===== config.mk =====
export PLATFORM = sky130hd
export DESIGN_NAME = wt_dm_cache
export DESIGN_NICKNAME = d
export VERILOG_FILES = /design/src/rtl/wt_dm_cache_pkg.sv /design/src/rtl/wt_dm_line_store.sv /design/src/rtl/wt_dm_ctrl.sv /design/src/rtl/wt_dm_cache.sv
export SDC_FILE = /design/constraint.sdc
export NUM_CORES = 1
export LEC_CHECK = 0
export BUFFER_PORTS_ARGS = -buffer_cell sky130_fd_sc_hd__buf_2
export CORE_UTILIZATION = 45
export CTS_CLUSTER_SIZE = 25
export DETAILED_ROUTE_END_ITERATION = 10
export PLACE_DENSITY_LB_ADDON = 0.15
export SLEW_MARGIN = 20
export SYNTH_ARGS = -nofsm -noshare
export SYNTH_HDL_FRONTEND = slang
export SYNTH_SLANG_ARGS = --single-unit

===== constraint.sdc =====
create_clock -name clk -period 7 [get_ports clk]
set_input_delay 1.4 -clock clk [delete_from_list [all_inputs] [get_ports clk]]
set_output_delay 1.4 -clock clk [all_outputs]
set_load 0.02 [all_outputs]

===== src/rtl/wt_dm_cache_pkg.sv =====
package wt_dm_cache_pkg;
    typedef enum logic [1:0] {
        ST_IDLE  = 2'd0,
        ST_FETCH = 2'd1,
        ST_STORE = 2'd2
    } cache_state_e;
endpackage


===== src/rtl/wt_dm_line_store.sv =====
module wt_dm_line_store #(
    parameter int IDX_W  = 4,
    parameter int TAG_W  = 12,
    parameter int DATA_W = 32
) (
    input  logic              clk,
    input  logic              rst_n,
    input  logic [IDX_W-1:0]  lk_index,
    input  logic [TAG_W-1:0]  lk_tag,
    output logic              lk_hit,
    output logic [DATA_W-1:0] lk_word,
    input  logic              up_en,
    input  logic [IDX_W-1:0]  up_index,
    input  logic [TAG_W-1:0]  up_tag,
    input  logic [DATA_W-1:0] up_word
);
    localparam int LINES = 1 << IDX_W;

    logic [LINES-1:0]  line_valid;
    logic [TAG_W-1:0]  tag_tab  [LINES];
    logic [DATA_W-1:0] word_tab [LINES];

    for (genvar g = 0; g < LINES; g++) begin : g_line
        always_ff @(posedge clk) begin
            if (!rst_n) begin
                line_valid[g] <= 1'b0;
            end else if (up_en && up_index == IDX_W'(g)) begin
                line_valid[g] <= 1'b1;
            end
        end

        always_ff @(posedge clk) begin
            if (up_en && up_index == IDX_W'(g)) begin
                tag_tab[g]  <= up_tag;
                word_tab[g] <= up_word;
            end
        end
    end

    always_comb begin
        lk_hit  = line_valid[lk_index] && (tag_tab[lk_index] == lk_tag);
        lk_word = word_tab[lk_index];
    end
endmodule


===== src/rtl/wt_dm_ctrl.sv =====
module wt_dm_ctrl
    import wt_dm_cache_pkg::*;
#(
    parameter int ADDR_W = 16,
    parameter int DATA_W = 32
) (
    input  logic              clk,
    input  logic              rst_n,
    input  logic              cpu_req,
    input  logic              cpu_we,
    input  logic [ADDR_W-1:0] cpu_addr,
    input  logic [DATA_W-1:0] cpu_wdata,
    output logic              cpu_ready,
    output logic              cpu_rvalid,
    output logic [DATA_W-1:0] cpu_rdata,
    input  logic              lk_hit,
    input  logic [DATA_W-1:0] lk_word,
    output logic              up_en,
    output logic [ADDR_W-1:0] up_addr,
    output logic [DATA_W-1:0] up_word,
    output logic              mem_req,
    output logic              mem_we,
    output logic [ADDR_W-1:0] mem_addr,
    output logic [DATA_W-1:0] mem_wdata,
    input  logic              mem_ack,
    input  logic [DATA_W-1:0] mem_rdata
);
    cache_state_e      state_q, state_d;
    logic [ADDR_W-1:0] addr_q;
    logic [DATA_W-1:0] wdata_q;
    logic              rvalid_q;
    logic [DATA_W-1:0] rdata_q;
    logic              accept;

    assign accept = cpu_req && (state_q == ST_IDLE);

    always_comb begin
        state_d = state_q;
        unique case (state_q)
            ST_IDLE: begin
                if (accept && cpu_we)           state_d = ST_STORE;
                else if (accept && !lk_hit)     state_d = ST_FETCH;
            end
            ST_FETCH: if (mem_ack) state_d = ST_IDLE;
            ST_STORE: if (mem_ack) state_d = ST_IDLE;
            default:  state_d = ST_IDLE;
        endcase
    end

    always_ff @(posedge clk) begin
        if (!rst_n) begin
            state_q  <= ST_IDLE;
            addr_q   <= '0;
            wdata_q  <= '0;
            rvalid_q <= 1'b0;
            rdata_q  <= '0;
        end else begin
            state_q  <= state_d;
            rvalid_q <= 1'b0;
            if (accept) begin
                addr_q  <= cpu_addr;
                wdata_q <= cpu_wdata;
                if (!cpu_we && lk_hit) begin
                    rvalid_q <= 1'b1;
                    rdata_q  <= lk_word;
                end
            end
            if (state_q == ST_FETCH && mem_ack) begin
                rvalid_q <= 1'b1;
                rdata_q  <= mem_rdata;
            end
        end
    end

    always_comb begin
        cpu_ready  = 1'b0;
        mem_req    = 1'b0;
        mem_we     = 1'b0;
        up_en      = 1'b0;
        up_addr    = cpu_addr;
        up_word    = cpu_wdata;
        unique case (state_q)
            ST_IDLE: begin
                cpu_ready = 1'b1;
                up_en     = accept && cpu_we;
            end
            ST_FETCH: begin
                mem_req = 1'b1;
                up_en   = mem_ack;
                up_addr = addr_q;
                up_word = mem_rdata;
            end
            ST_STORE: begin
                mem_req = 1'b1;
                mem_we  = 1'b1;
            end
            default: ;
        endcase
        mem_addr   = addr_q;
        mem_wdata  = wdata_q;
        cpu_rvalid = rvalid_q;
        cpu_rdata  = rdata_q;
    end


    read_hit_chk: assert property (@(posedge clk) disable iff (!rst_n)
        (cpu_req && cpu_ready && !cpu_we && lk_hit) |=>
            (cpu_rvalid && !mem_req && cpu_rdata == $past(lk_word)));

    fill_return_chk: assert property (@(posedge clk) disable iff (!rst_n)
        (mem_req && !mem_we && mem_ack) |=>
            (cpu_rvalid && cpu_rdata == $past(mem_rdata)));

    store_issue_chk: assert property (@(posedge clk) disable iff (!rst_n)
        (cpu_req && cpu_ready && cpu_we) |=>
            (mem_req && mem_we && mem_addr == $past(cpu_addr) && mem_wdata == $past(cpu_wdata)));

    mem_hold_chk: assert property (@(posedge clk) disable iff (!rst_n)
        (mem_req && !mem_ack) |=>
            (mem_req && $stable(mem_we) && $stable(mem_addr) && $stable(mem_wdata)));

    stall_chk: assert property (@(posedge clk) disable iff (!rst_n)
        mem_req |-> !cpu_ready);
endmodule


===== src/rtl/wt_dm_cache.sv =====
module wt_dm_cache #(
    parameter int ADDR_W = 16,
    parameter int DATA_W = 32,
    parameter int IDX_W  = 4
) (
    input  logic              clk,
    input  logic              rst_n,
    input  logic              cpu_req,
    input  logic              cpu_we,
    input  logic [ADDR_W-1:0] cpu_addr,
    input  logic [DATA_W-1:0] cpu_wdata,
    output logic              cpu_ready,
    output logic              cpu_rvalid,
    output logic [DATA_W-1:0] cpu_rdata,
    output logic              mem_req,
    output logic              mem_we,
    output logic [ADDR_W-1:0] mem_addr,
    output logic [DATA_W-1:0] mem_wdata,
    input  logic              mem_ack,
    input  logic [DATA_W-1:0] mem_rdata
);
    localparam int TAG_W = ADDR_W - IDX_W;

    logic              lk_hit;
    logic [DATA_W-1:0] lk_word;
    logic              up_en;
    logic [ADDR_W-1:0] up_addr;
    logic [DATA_W-1:0] up_word;

    wt_dm_line_store #(
        .IDX_W  (IDX_W),
        .TAG_W  (TAG_W),
        .DATA_W (DATA_W)
    ) u_store (
        .clk      (clk),
        .rst_n    (rst_n),
        .lk_index (cpu_addr[IDX_W-1:0]),
        .lk_tag   (cpu_addr[ADDR_W-1:IDX_W]),
        .lk_hit   (lk_hit),
        .lk_word  (lk_word),
        .up_en    (up_en),
        .up_index (up_addr[IDX_W-1:0]),
        .up_tag   (up_addr[ADDR_W-1:IDX_W]),
        .up_word  (up_word)
    );

    wt_dm_ctrl #(
        .ADDR_W (ADDR_W),
        .DATA_W (DATA_W)
    ) u_ctrl (
        .clk        (clk),
        .rst_n      (rst_n),
        .cpu_req    (cpu_req),
        .cpu_we     (cpu_we),
        .cpu_addr   (cpu_addr),
        .cpu_wdata  (cpu_wdata),
        .cpu_ready  (cpu_ready),
        .cpu_rvalid (cpu_rvalid),
        .cpu_rdata  (cpu_rdata),
        .lk_hit     (lk_hit),
        .lk_word    (lk_word),
        .up_en      (up_en),
        .up_addr    (up_addr),
        .up_word    (up_word),
        .mem_req    (mem_req),
        .mem_we     (mem_we),
        .mem_addr   (mem_addr),
        .mem_wdata  (mem_wdata),
        .mem_ack    (mem_ack),
        .mem_rdata  (mem_rdata)
    );
endmodule


; ---- Word level (Yosys, flattened, before mapping)
; Memory sizes are Yosys's and may differ from the RTL's.
; Cells that the tools add are included.
[word_totals]
reg_bits = 99
n_memories = 2
mem_bits_rw = 704
[classes]
n_lt_le_gt_ge = 1
n_reduce_logical = 61
eq_ne = 20
mux = 140
[memory_table]
columns = memory, depth, width, rd, rd_clocked_by_memory_dff, write_ports, line
row1 = u_store.word_tab, 16, 32, 1, 0, 1, wt_dm_line_store.sv:21  ; logic [DATA_W-1:0] word_tab [LINES];
row2 = u_store.tag_tab, 16, 12, 1, 0, 1, wt_dm_line_store.sv:20  ; logic [TAG_W-1:0] tag_tab [LINES];
[ops]
columns = operator, count
row1 = $mux W32, 19
row2 = $reduce_or A32 Y1, 15
row3 = $mux W12, 15
row4 = $reduce_or A12 Y1, 15
row5 = $mux W4, 30
row6 = $mux W1, 69
row7 = $eq A4 B4 Y1 const B, 8
row8 = $logic_and A1 B1 Y1, 22
row9 = $eq A4 B3 Y1 const B, 4
row10 = $mux W16, 1
row11 = $eq A12 B12 Y1, 1
row12 = $eq A4 B2 Y1 const B, 2
row13 = $mux W2, 3
row14 = $lt A4 B5 Y1 const B, 1
row15 = $bmux W1 S4, 1
row16 = $eq A4 B1 Y1 const B, 1
row17 = $logic_not A4 Y1, 1
row18 = $pmux W2 S2, 1
row19 = $reduce_and A2 Y1, 2
row20 = $reduce_bool A2 Y1, 2
row21 = $ne A3 B3 Y1 const B, 1
row22 = $eq A2 B1 Y1 const B, 1
row23 = $eq A2 B2 Y1 const B, 1
row24 = $logic_not A1 Y1, 2
row25 = 4 further kinds, 4

; ---- Depth between registers and ports, before layout
[logic_depth]
ltp_word = 23
mapped_depth = 14

; ---- Cells and area by module
; From an unflattened synthesis, not the netlist that was laid out.
[hier_totals]
cells_unflattened = 1587
area_unflattened_um2 = 31657.9
[by_module_without_submodules]
columns = module, cells_each, n_inst, area_per_inst_um2
row1 = wt_dm_line_store, 1157, 1, 27649.0
row2 = wt_dm_ctrl, 430, 1, 4008.8

; ---- Worst setup path before layout
; Ideal clock, no wire load.
[synth_timing]
kind = in2reg
from = input cpu_addr[1]
to = memory u_store.tag_tab[12][0] (enable)
path_stages = 9
path_buffers = 6
setup_time_ns = 0.447
t_arrival_ns = 4.691
t_required_ns = 6.553
path_slack_ns = 1.862
path_cell_list = buf_6 -> buf_6 -> buf_6 -> clkbuf_1 -> clkbuf_1 -> clkbuf_1 -> nor3_1 -> o21ai_0 -> nor2_1
[synth_between]
elab_chain_cells = 21
word_cells_on_any_way = 110
classes_between = 15 x eq/ne / 63 x mux / 32 x reduce/logical
[synth_lines]
columns = element, line
row1 = from (decl), wt_dm_cache.sv:10  ; input logic [ADDR_W-1:0] cpu_addr,
row2 = $mux W16 (*), wt_dm_ctrl.sv:82  ; unique case (state_q)
row3 = $eq A4 B1 Y1, wt_dm_line_store.sv:33  ; if (up_en && up_index == IDX_W'(g)) begin
row4 = $logic_and A1 B1 Y1, wt_dm_line_store.sv:33
row5 = $mux W1, wt_dm_line_store.sv:33
row6 = $mux W1 (implied by the code), wt_dm_line_store.sv:34  ; tag_tab[g] <= up_tag;
row7 = $reduce_or A12 Y1 (no source line), n/a
row8 = $mux W4 (no source line) / $mux W1 (equally long branches) (15 in series), n/a
row9 = to (decl), wt_dm_line_store.sv:20
; Mark *: on every way between the ends. The rest lies on a longest branch, timed or not.

; ---- Final worst setup path
[layout_timing]
from = input cpu_addr[2]
to = register u_ctrl.rdata_q[19], in the netlist u_ctrl.cpu_rdata[19]
[layout_between]
elab_chain_cells = 6
word_cells_on_any_way = 12
classes_between = 1 x eq/ne / 5 x mux / 4 x reduce/logical / 2 x memory
[layout_lines]
columns = element, line
row1 = $mem_v2 Z16 W12 / $bmux W1 S4 (equally long branches), n/a
row2 = $eq A12 B12 Y1 / $mux W1 (equally long branches), wt_dm_line_store.sv:41  ; lk_hit = line_valid[lk_index] && (tag_tab[lk_index] == lk_tag);
row3 = $logic_and A1 B1 Y1, wt_dm_line_store.sv:41
row4 = $logic_and A1 B1 Y1, wt_dm_ctrl.sv:63  ; if (!cpu_we && lk_hit) begin
row5 = $reduce_bool A2 Y1 (no source line), n/a
row6 = $reduce_and A2 Y1 (no source line), n/a
row7 = to (signal assigned), wt_dm_ctrl.sv:65  ; rdata_q <= lk_word;
row8 = to (signal assigned), wt_dm_ctrl.sv:70  ; rdata_q <= mem_rdata;
row9 = to (decl), wt_dm_ctrl.sv:32  ; logic [DATA_W-1:0] rdata_q;
; Parallel ways exist; a longest one is shown, timed or not. The select of a mux whose other input is x is not followed.
; A chain may end at the register's enable or synchronous reset.

==> impl_metrics.env <==
export IMPL_status="complete, no violations"
export IMPL_cp_arrival_ns=5.38
export IMPL_pwr_share_comb=0.069
export IMPL_numCtsBuffers=83
export IMPL_crit_path_start_kind="input port"
export IMPL_r2r_cells=7
export IMPL_fmax_mhz=205
export IMPL_setup_viol=0
export IMPL_fin_area_um2=36600
export IMPL_syn_inst=1621
export IMPL_cts_htree_levels=3
export IMPL_dpl_cell_area_um2=33900
export IMPL_skew_ns=0.0268
export IMPL_clkSlewWorstSetupHoldPaths_ns=0.06
export IMPL_cts_buffer_depth=3
export IMPL_core_area_um2=70000
export IMPL_vias_per_cell=5.72
export IMPL_drc=0
export IMPL_netlist_area_leader_share=0.664
export IMPL_post_cts_buffers=0
export IMPL_tns_ns=0
export IMPL_synth_top_cell_by_area="edfxtp_1"
export IMPL_cts_resized=0
export IMPL_hold_violations=0
export IMPL_leakage_nw=11.9
export IMPL_max_slew_margin=0.250
export IMPL_die_w_um=268
export IMPL_crit_type="input port to flop"
export IMPL_gp_congestion=0.748
export IMPL_drt_total_wl_mm=75.7
export IMPL_antenna_found_initial=0
export IMPL_gr_usage_all_layers=0.215
export IMPL_dp_slack_ns=1.48
export IMPL_cts_root_buffer="clkbuf_16"
export IMPL_clock_latency_ns=0.63
export IMPL_setup_ws_ns=2.12
export IMPL_grt_start_max_net_pins=76
export IMPL_final_util=0.522
export IMPL_rrSetupSlack_ns=3.30
export IMPL_sw_frac_of_total=0.221
export IMPL_syn_to_final_growth_pct=14.9
export IMPL_final_cell_count_no_fill=2824
export IMPL_max_vdd_ir_drop_uv=150
export IMPL_syn_nets=1709
export IMPL_maxCapViolations=0
export IMPL_dr_pass1_iters=5
export IMPL_syn_area_um2=31900
export IMPL_tightest_slew_ns=1.12
export IMPL_seqPwrFrac=0.515
export IMPL_dp_cells=2669
export IMPL_postRouteAntennaNets=0
export IMPL_avgSynthCellArea_um2=19.6
export IMPL_synth_ff_type="edfxtp_1"
export IMPL_switchingPower_w=0.00231
export IMPL_fillerInstances=5597
export IMPL_synth_edf_count=704
export IMPL_hold_path_class="flop to flop"
export IMPL_power_share_clock=0.417
export IMPL_drive_gt1_frac=0.346
export IMPL_cts_num_sinks=803
export IMPL_fin_crit_sh=0.697
export IMPL_critPathMaxFanout=65
export IMPL_die_y_um=268
export IMPL_grt_pass1_vias=16500
export IMPL_pwr_density_cell_nw_per_um2=285
export IMPL_yosysSeqAreaShare=0.726
export IMPL_diodes=0
export IMPL_start_util=0.455
export IMPL_netlist_cell_type_count=55
export IMPL_synth_area_leaders="edfxtp_1 66%, mux4_2 14%, dfxtp_1 6.2%"
export IMPL_hold_path_cell_count=2
export IMPL_finalCriticalPeriod_ns=4.88
export IMPL_hpwlAfterDp_mm=41.6
export IMPL_cts_hold_buf=0
export IMPL_die_area_um2=71900
export IMPL_pin_count=169
export IMPL_synth_seq_cells=803
export IMPL_synth_warnings=0
export IMPL_vias=16200
export IMPL_synth_async_reset_ratio=0
export IMPL_drt_iter0_drc=1344
export IMPL_grt_pass1_wl_mm=110
export IMPL_finish_net_count=1902
export IMPL_num_rows=97
export IMPL_required_ns=7.50
export IMPL_port_buffers=168
export IMPL_crit_path_end_kind="flop"
export IMPL_tritoncts="yes"
export IMPL_wl_per_cell_um=26.8
export IMPL_power_internal_w=0.00813
export IMPL_overflow=0
export IMPL_rsz0062_at_grt="no"
export IMPL_final_max_slew_viol_count=0
power by group through the flow:
stage / registers, W / logic (W) / clock network (W)
after floorplan: 0.00550 / 0.000439 / 0
after global placement: 0.00547 / 0.000715 / 0
after detailed placement: 0.00547 / 0.000732 / 0
after CTS: 0.00537 / 0.000733 / 0.00443
after global routing: 0.00537 / 0.000777 / 0.00460
final: 0.00537 / 0.000720 / 0.00435
worst max-delay path: stages:
cell	delay, ns
buf_4	0.73
buf_4	0.56
mux4_2	0.55
mux4_2	0.48
xnor2_1	0.14
nand2_1	0.12
nor3_2	0.08
nand3_4	0.10
buf_4	0.70
nor3b_1	0.36
nor3_2	0.09
kinds of logic (layout without fill, tap and decap cells):
group / Yosys count / in the layout / share of synthesized area
flops: 803 / 803 / 0.726
fa+ha+maj: 3 / 3 / 0.00118
buf+inv: 111 / 374 / 0.0195
mux: 282 / 282 / 0.172
simple gates: 280 / 280 / 0.0494
compound gates: 127 / 127 / 0.0278
xor+xnor: 15 / 15 / 0.00412
worst paths after layout:
path                             start                        to
hold / removal    u_ctrl.mem_wdata[15]      u_ctrl.mem_wdata[15]
setup / recovery           cpu_addr[2]      u_ctrl.cpu_rdata[19]
setup reg to reg     u_ctrl.state_q[1]  u_store.word_tab[14][20]
hold reg to reg   u_ctrl.mem_wdata[15]      u_ctrl.mem_wdata[15]
cells in the final DEF, fill, tap and decap left out, types with 6 or more instances in the layout:
| cell type | instances |
|---|---|
| nor3b_1 | 33 |
| o21ai_0 | 36 |
| clkbuf_16 | 86 |
| o21a_1 | 16 |
| mux2_2 | 46 |
| nand2_1 | 113 |
| xor2_1 | 7 |
| edfxtp_1 | 704 |
| mux4_2 | 204 |
| a21boi_0 | 50 |
| inv_1 | 8 |
| mux2i_1 | 29 |
| nor2_4 | 17 |
| clkbuf_1 | 21 |
| nand3_1 | 13 |
| nor2_1 | 7 |
| nor3_2 | 41 |
| buf_2 | 164 |
| clkinv_2 | 20 |
| nor3_1 | 23 |
| clkinv_1 | 10 |
| bufinv_16 | 6 |
| dfxtp_1 | 99 |
| buf_4 | 36 |
| xnor2_1 | 8 |
state kept, by name (all words and copies together), names as in the netlist:
register and flops:
u_ctrl.mem_wdata 32, u_ctrl.cpu_rdata 32, u_ctrl.cpu_rvalid 1, u_ctrl.mem_addr 16, u_store.line_valid 16, u_store.word_tab 512, u_store.tag_tab 192, u_ctrl.state_q 2
cell usage after synthesis, types with 23 or more instances:
cell        n
edfxtp_1  704
mux4_2    204
nand2_1   114
dfxtp_1    99
a21boi_0   50
clkbuf_1   46
mux2_2     46
nor3_2     41
o21ai_0    36
nor3b_1    33
mux2i_1    29
nor2_1     24
nor3_1     23
stage by stage:
step	total power, W	hold WS [ns]
after floorplan	0.00594	0.435
after global placement	0.00618	0.441
after detailed placement	0.00620	0.448
after CTS	0.0105	0.461
after global routing	0.0107	0.478
final	0.0104	0.459
cell type report:
type,instances,area (um2),share of cell area
Tap cell,940,1180,0.0321
Multi-Input combinational cell,707,8270,0.226
Sequential cell,803,23100,0.632
Timing Repair Buffer,210,1300,0.0355
Clock buffer,111,2290,0.0625
Inverter,9,36.3,0.000992
Clock inverter,44,399,0.0109
routing by layer:
metal / wire length, um / share of wire / track usage
met5: 0 / 0 / 0
met4: 1640 / 0.022 / 0.0669
met3: 3820 / 0.050 / 0.0288
met2: 37700 / 0.50 / 0.354
met1: 32600 / 0.43 / 0.299
Note: power is estimated with default switching activity, not from simulation.
